--- src/rtl/cken_pkg.sv ---
package cken_pkg;
   // Lane numbering of the peripheral strobe vector; the register bit of lane n is n+1
   typedef enum logic [2:0] {
      LANE_TMR0  = 3'd0,
      LANE_TMR1  = 3'd1,
      LANE_TMR2  = 3'd2,
      LANE_SER   = 3'd3,
      LANE_CARR  = 3'd4,
      LANE_WDOG  = 3'd5
   } per_lane_e;

   localparam int unsigned DEF_SLOW_DIV = 12;
   localparam int unsigned DEF_FAST_DIV = 6;
   localparam int unsigned DEF_NUM_PER  = 6;

   function automatic logic [7:0] live_mask(input int unsigned nper);
      logic [7:0] m;
      m = '0;
      for (int unsigned i = 0; i < 8; i++) begin
         if (i <= nper) m[i] = 1'b1;
      end
      return m;
   endfunction
endpackage

--- src/rtl/cken_phase_ctr.sv ---
module cken_phase_ctr #(
   parameter int unsigned SLOW_DIV = 12,
   parameter int unsigned FAST_DIV = 6
) (
   input  logic clk,
   input  logic rst_n,
   output logic tick_slow,
   output logic tick_fast
);
   localparam int unsigned PW     = (SLOW_DIV > 1) ? $clog2(SLOW_DIV) : 1;
   localparam int unsigned NFAST  = SLOW_DIV / FAST_DIV;
   localparam logic [PW-1:0] LAST = PW'(SLOW_DIV - 1);

   if (FAST_DIV == 0 || SLOW_DIV % FAST_DIV != 0 || FAST_DIV < 2) begin : g_bad_div
      $error("cken_phase_ctr: SLOW_DIV must be a multiple of FAST_DIV >= 2");
   end

   logic [PW-1:0] phase_q;
   logic [NFAST-1:0] hit;

   always_ff @(posedge clk) begin
      if (!rst_n)              phase_q <= '0;
      else if (phase_q == LAST) phase_q <= '0;
      else                     phase_q <= phase_q + 1'b1;
   end

   for (genvar k = 0; k < NFAST; k++) begin : g_fast_pt
      assign hit[k] = (phase_q == PW'(k * FAST_DIV));
   end

   assign tick_slow = (phase_q == '0);
   assign tick_fast = |hit;


   phase_range_chk: assert property (@(posedge clk) disable iff (!rst_n)
      phase_q <= LAST);
endmodule

--- src/rtl/cken_ctrl_reg.sv ---
module cken_ctrl_reg #(
   parameter int unsigned          ADDR_W   = 8,
   parameter int unsigned          DATA_W   = 8,
   parameter int unsigned          NUM_PER  = 6,
   parameter logic [ADDR_W-1:0]    REG_ADDR = 8'h8F
) (
   input  logic              clk,
   input  logic              rst_n,
   input  logic              we,
   input  logic [ADDR_W-1:0] addr,
   input  logic [DATA_W-1:0] wdata,
   output logic [DATA_W-1:0] rdata,
   output logic              x2_on,
   output logic [NUM_PER-1:0] per_std
);
   localparam int unsigned LIVE = NUM_PER + 1;

   if (DATA_W < LIVE) begin : g_bad_width
      $error("cken_ctrl_reg: DATA_W too small for NUM_PER select bits");
   end

   logic [DATA_W-1:0] reg_q;
   logic              hit;

   assign hit = (addr == REG_ADDR);

   for (genvar b = 0; b < DATA_W; b++) begin : g_bit
      if (b < LIVE) begin : g_live
         always_ff @(posedge clk) begin
            if (!rst_n)        reg_q[b] <= 1'b0;
            else if (we && hit) reg_q[b] <= wdata[b];
         end
      end else begin : g_rsvd
         assign reg_q[b] = 1'b0;
      end
   end

   always_ff @(posedge clk) begin
      if (!rst_n) rdata <= '0;
      else        rdata <= hit ? reg_q : '0;
   end

   assign x2_on   = reg_q[0];
   assign per_std = reg_q[LIVE-1:1];


   rsvd_zero_chk: assert property (@(posedge clk) disable iff (!rst_n)
      rdata[DATA_W-1:LIVE] == '0);

   foreign_write_chk: assert property (@(posedge clk) disable iff (!rst_n)
      (we && !hit) |=> $stable(reg_q));
endmodule

--- src/rtl/cken_lane.sv ---
module cken_lane #(
   parameter bit STB_REG = 1'b1
) (
   input  logic clk,
   input  logic rst_n,
   input  logic tick_slow,
   input  logic tick_fast,
   input  logic want_fast,
   output logic fast_now,
   output logic stb
);
   logic fast_q;
   logic stb_next;

   always_ff @(posedge clk) begin
      if (!rst_n)         fast_q <= 1'b0;
      else if (tick_slow) fast_q <= want_fast;
   end

   assign stb_next = tick_fast & (tick_slow | fast_q);
   assign fast_now = fast_q;

   if (STB_REG) begin : g_reg_out
      logic stb_q;
      always_ff @(posedge clk) begin
         if (!rst_n) stb_q <= 1'b0;
         else        stb_q <= stb_next;
      end
      assign stb = stb_q;

      stb_on_tick_chk: assert property (@(posedge clk) disable iff (!rst_n)
         stb |-> $past(tick_fast));
   end else begin : g_comb_out
      assign stb = stb_next;
   end


   switch_at_frame_chk: assert property (@(posedge clk) disable iff (!rst_n)
      !$stable(fast_q) |-> $past(tick_slow));
endmodule

--- src/rtl/dual_speed_cken.sv ---
module dual_speed_cken
   import cken_pkg::*;
#(
   parameter int unsigned       SLOW_DIV = DEF_SLOW_DIV,
   parameter int unsigned       FAST_DIV = DEF_FAST_DIV,
   parameter int unsigned       NUM_PER  = DEF_NUM_PER,
   parameter int unsigned       ADDR_W   = 8,
   parameter int unsigned       DATA_W   = 8,
   parameter logic [ADDR_W-1:0] REG_ADDR = 8'h8F,
   parameter bit                STB_REG  = 1'b1
) (
   input  logic               clk,
   input  logic               rst_n,
   input  logic               reg_we,
   input  logic [ADDR_W-1:0]  reg_addr,
   input  logic [DATA_W-1:0]  reg_wdata,
   output logic [DATA_W-1:0]  reg_rdata,
   output logic               core_stb,
   output logic [NUM_PER-1:0] per_stb
);
   localparam int unsigned NLANE = NUM_PER + 1;

   if (NUM_PER < 1) begin : g_bad_nper
      $error("dual_speed_cken: NUM_PER must be at least 1");
   end

   logic               tick_slow, tick_fast;
   logic               x2_on;
   logic [NUM_PER-1:0] per_std;
   logic [NLANE-1:0]   want_fast, fast_now, lane_stb;

   cken_phase_ctr #(.SLOW_DIV(SLOW_DIV), .FAST_DIV(FAST_DIV)) i_phase (
      .clk(clk), .rst_n(rst_n), .tick_slow(tick_slow), .tick_fast(tick_fast));

   cken_ctrl_reg #(.ADDR_W(ADDR_W), .DATA_W(DATA_W), .NUM_PER(NUM_PER),
                   .REG_ADDR(REG_ADDR)) i_ctrl (
      .clk(clk), .rst_n(rst_n), .we(reg_we), .addr(reg_addr), .wdata(reg_wdata),
      .rdata(reg_rdata), .x2_on(x2_on), .per_std(per_std));

   // lane 0 is the core, lane n+1 is peripheral n
   assign want_fast[0] = x2_on;
   for (genvar p = 0; p < NUM_PER; p++) begin : g_want
      assign want_fast[p+1] = x2_on & ~per_std[p];
   end

   for (genvar l = 0; l < NLANE; l++) begin : g_lane
      cken_lane #(.STB_REG(STB_REG)) i_lane (
         .clk(clk), .rst_n(rst_n), .tick_slow(tick_slow), .tick_fast(tick_fast),
         .want_fast(want_fast[l]), .fast_now(fast_now[l]), .stb(lane_stb[l]));
   end

   assign core_stb = lane_stb[0];
   assign per_stb  = lane_stb[NLANE-1:1];


   per_gated_chk: assert property (@(posedge clk) disable iff (!rst_n)
      (|fast_now[NLANE-1:1]) |-> fast_now[0]);
endmodule

--- config.mk ---
export PLATFORM = sky130hd
export DESIGN_NAME = dual_speed_cken
export DESIGN_NICKNAME = d
export VERILOG_FILES = /design/src/rtl/cken_pkg.sv /design/src/rtl/cken_phase_ctr.sv /design/src/rtl/cken_ctrl_reg.sv /design/src/rtl/cken_lane.sv /design/src/rtl/dual_speed_cken.sv
export SDC_FILE = /design/constraint.sdc
export NUM_CORES = 1
export LEC_CHECK = 0
export ABC_AREA = 1
export BUFFER_PORTS_ARGS = -buffer_cell sky130_fd_sc_hd__buf_2
export CAP_MARGIN = 25
export CORE_MARGIN = 1.5
export CORE_UTILIZATION = 45
export DETAILED_ROUTE_END_ITERATION = 8
export PLACE_DENSITY = 0.77
export SETUP_SLACK_MARGIN = 0.02
export SYNTH_ARGS = -nofsm -noshare
export SYNTH_HDL_FRONTEND = slang
export SYNTH_SLANG_ARGS = --single-unit
--- constraint.sdc ---
create_clock -name clk -period 2.45 [get_ports clk]
set_clock_uncertainty 0.1 [all_clocks]
set_input_delay 0.1225 -clock clk [delete_from_list [all_inputs] [get_ports clk]]
set_output_delay 0.1225 -clock clk [all_outputs]
set_load 0.01 [all_outputs]
---- Word level (Yosys, flattened, before mapping) ----
Cells that the tools add are included.
word-level totals
  register bits ........................... 33
  input port bits ......................... 19
  output and inout bits ................... 15
  logic and storage cells ................. 60
cells by class
  add/sub/neg operators ................... 1
  equality and inequality tests ........... 3
  bitwise logic cells ..................... 27
  reduce and logical (&&, ||, !) cells .... 5
operators with widths
  operator             number
  $and 1x1->1          13
  $eq 8x8->1 const B   1
  $not 1->1            7
  $or 1x1->1           7
  $add 4x1->4 const B  1
  $eq 4x3->1 const B   1
  $eq 4x4->1 const B   1
  $logic_not 4->1      1
  $reduce_or 2->1      2
  $reduce_and 2->1     1
  $logic_and 1x1->1    1

---- Logic depth before layout (Yosys ltp) ----
  depth after elaboration ................. 3
  depth in mapped cells ................... 8

---- Hierarchy ----
From an unflattened synthesis, not the netlist that was laid out.
unflattened totals
  cells, all modules ...................... 189
  area total of the unflattened synthesis .. 1402.6 um^2
modules (own cells, without submodules)
  module           times used  cells each  area an instance (um^2)  sequential area each (um^2)
  cken_ctrl_reg    1           85          605.6                    280.3
  cken_lane        7           10          76.3                     40.0
  cken_phase_ctr   1           27          236.5                    80.1
  dual_speed_cken  1           7           26.3                     0.0

---- Least setup slack after synthesis ----
Ideal clock, no wire load.
  kind .................................... reg2reg
  from .................................... register i_phase.phase_q[0]
  to ...................................... register g_lane[0].i_lane.g_reg_out.stb_q
  setup time .............................. 0.119 ns
  arrival ................................. 1.059 ns
  setup slack ............................. 1.172 ns
  stages on the path, launching flop included .. 8
  period minus slack after synthesis ...... 1.278 ns
  path through ............................ dfxtp_1 > inv_1 > ha_1 > nand2_1 > nor2_4 > buf_6 > o21ai_2 > nor2_1
on the way
  longest elaborated chain between the ends .. 3
  elaborated cells on any way between the ends .. 5
  those cells by class .................... 1 x eq/ne; 2 x bitwise; 2 x reduce/logical
RTL lines
  item                                                  line                                        text
  start, declared                                       cken_phase_ctr.sv:18                        logic [PW-1:0] phase_q;
  start signal, assigned                                cken_phase_ctr.sv:24                        else phase_q <= phase_q + 1'b1;
  $eq 4x3->1 / $logic_not 4->1 (equally long branches)  cken_phase_ctr.sv:28, cken_phase_ctr.sv:31
  $reduce_or 2->1 / $or 1x1->1 (equally long branches)  cken_phase_ctr.sv:32, cken_lane.sv:20
  $and 1x1->1 (*)                                       cken_lane.sv:20                             assign stb_next = tick_fast & (tick_slow | fast_q);
  end signal, assigned                                  cken_lane.sv:27                             else stb_q <= stb_next;
  end, declared                                         cken_lane.sv:24                             logic stb_q;
Every way passes the cells marked *; elsewhere a longest branch is shown, timed or not.
A chain may end at the register's enable or synchronous reset.

---- Worst setup path after layout ----
  from .................................... register i_phase.phase_q[0]
  to ...................................... register g_lane[5].i_lane.fast_q
on the way
  longest elaborated chain between the ends .. 1
RTL lines
  item                  line                  text
  $logic_not 4->1       cken_phase_ctr.sv:31  assign tick_slow = (phase_q == '0);
  end signal, assigned  cken_lane.sv:17       else if (tick_slow) fast_q <= want_fast;
  end, declared         cken_lane.sv:12       logic fast_q;
Every way passes these cells.

==> flow_summary.toml <==
[run_status]
status = "finished, final reports clean"

[die]
die_width_um = 54.75
die_y_um = 54.75
pin_count = 34
design.core.area_um2 = 2500
die-area_um2 = 2997
start_util_pct = 48.20
rows = 18

[critical_path]
ff2ff_path_depth = 6
rr_startpoint = "i_phase.phase_q[0]"
cp_max_fo = 14
setup.worst_path.class = "reg -> reg"
reg2reg_setup_slack_ns = 0.99
crit_required_ns = 2.56
worstSetupEndpointType = "flop"
arrival_ns = 1.56
r2r_end = "g_lane[5].i_lane.fast_now"
start_kind = "flop"

[place]
gp_congestion = 0.6825
port_buffers = 31
hpwl_um = 1390
postPlaceCellArea_um2 = 1311

[clocking]
post_cts_resized = 0
clockRootBuffer = "clkbuf_4"
post_cts_buffers = 0
clk_pin_slew_ns = 0.09
cts.sinks = 32
h-tree-depth = 2
cts_tree = "done"
cts_buffer_depth = 2
cts_buffers = 5
hold_buffers = 7
clk_latency_ns = 0.32

[yosys]
seq_area_frac_synth_pct = 53.17
synth_warnings = 0
synth_edf_count = 0
synth_area_um2 = 1205
yosysMostFrequentCell = "dfxtp_1"
synth_cell_type_count = 17
synth_flop_cell = "dfxtp_1"
synth.top_cell.area_share_pct = 53.17
syn_area_per_cell_um2 = 8.253
synth_seq_cells = 32
synth_common_cells = "32 x dfxtp_1, 30 x nor2_1, 27 x nand2_1, 16 x inv_1, 9 x a21oi_1"
yosysTopAreaCell = "dfxtp_1"
async_flop_share_pct = 0
ys_top_cells_by_area = "dfxtp_1 53%, nor2_1 9.3%, nand2_1 8.4%"
syn_inst = 146
syn_nets = 168

[sta]
drv_slew = 0
max_freq_mhz = 686.3
rsz0062_at_grt = "no"
fin_crit_ns = 1.457
hold_viol_final = 0
setup_viol = 0
setup_tns_ns = 0
period_share_pct = 59.48
hold_slack_ns = 0.05993

[drt]
viasPerCell = 4.505
ant_nets = 0
drc_errors = 0
drt_wl_total_um = 2021
drtIter0Drc = 14
via_count = 955
dr.pass1.iters = 4
wire_per_inst_um = 9.533

[worst_hold_path]
hold_path.startpoint = "rst_n"
hold_path.class = "in -> reg"
min_delay_path_depth = 3
min_to = "i_ctrl.per_std[4]"

[finish]
drive_gt1_share_pct = 25.27
fin_area_um2 = 1443
fillerInstances = 233
multi_input_area_um2 = 417.9
area_growth_pct = 19.73
seq_area_um2 = 640.6
antenna_cells = 0
final_nets = 203
final_util_pct = 57.71

[power]
ir_drop_mv = 0.4148
cellLeakagePower_nw = 0.7039
power_frac_seq_pct = 57.8
switching_share_pct = 24.73
power_switching_mw = 0.2395
intPower_mw = 0.7288
clkPwrFrac_pct = 31.6
p_per_area_nw_per_um2 = 671.2
comb_power_share_pct = 10.6

[global_route]
grt_start_max_net_pins = 17
grt_pass1_wl_um = 3049
overflow = 0
groute.usage.overall_pct = 15.25
antenna_found_initial = 0
grt_pass1_vias = 776

[flow_run]
cap_violations = 0
[power groups by stage]
stage                     clock network [mW]  logic, mW  registers (mW)
after floorplan                            0     0.0795           0.571
after global placement                     0     0.0896           0.571
after detailed placement                   0     0.0946           0.572
after CTS                              0.317      0.104           0.559
after global routing                   0.331      0.117           0.564
final                                  0.306      0.103           0.559
[final cells by class]
class,count,share of cell area (%)
Timing Repair Buffer,38,15.61
Multi-Input combinational cell,88,28.97
Sequential cell,32,44.41
Clock inverter,2,0.6938
Inverter,16,4.163
Clock buffer,6,3.556
Tap cell,30,2.602
[cell usage in the layout, fill, tap and decap left out, drive strengths merged]
master	netlist	layout
a21oi	9	9
ha	3	3
or2	1	1
clkbuf	0	6
o21ai	9	9
clkinv	0	2
nand3	4	4
dlygate4sd3	0	7
dfxtp	32	32
nand2	27	27
inv	16	16
nor2	33	33
conb	1	1
nand4	1	1
buf	10	31
[registers in the layout, summed over array words and instances (netlist names)]
name,count
g_lane.i_lane.stb,7
i_ctrl.rdata,7
i_ctrl.x2_on,1
g_lane.i_lane.fast_now,7
i_phase.phase_q,4
i_ctrl.per_std,6
[cell families (layout without fill, tap and decap cells)]
logic type	Yosys count	in the layout	share of synthesized area, %
AND/OR/NAND/NOR	66	66	22.85
flip-flops	32	32	53.17
buffers and inverters	26	62	12.15
AO/OA/AOI/OAI	18	18	8.411
adder cells (fa/ha/maj)	3	3	3.116
other	1	1	0.3112
[critical path: stages (launching register included)]
cell and delay (ns):
dfxtp_1 0.40, inv_1 0.08, ha_1 0.19, nand2_1 0.12
nor2_4 0.09, o21ai_0 0.28, a21oi_1 0.07
[worst max path at each step]
stage	from	endpoint	slack, ns	cells past startpoint
after floorplan	i_phase.phase_q[0]	g_lane[0].i_lane.stb	1.17	7
after global placement	i_phase.phase_q[0]	g_lane[3].i_lane.fast_now	1.07	6
after detailed placement	i_phase.phase_q[0]	g_lane[5].i_lane.stb	1.02	6
after CTS	i_phase.phase_q[0]	g_lane[5].i_lane.stb	1.0	6
after global routing	i_phase.phase_q[0]	g_lane[3].i_lane.fast_now	0.83	6
final	i_phase.phase_q[0]	g_lane[5].i_lane.fast_now	0.99	6
[routing by layer]
layer / global-route usage [%] / part of all wire, % / vias to the layer above
li1: - / - / 508
met4: 10.00 / 2.6 / 0
met1: 16.02 / 43 / 418
met5: 0 / 0 / -
met3: 7.377 / 5.5 / 5
met2: 24.01 / 49 / 24
[stage by stage]
stage	std cells	power [mW]	setup WS [ns]
after floorplan	146	0.6508	1.172
after global placement	197	0.6602	1.074
after detailed placement	197	0.6663	1.017
after CTS	212	0.9801	0.9976
after global routing	212	1.012	0.8310
final	212	0.9683	0.9929
Note: power is estimated with default switching activity, not from simulation.
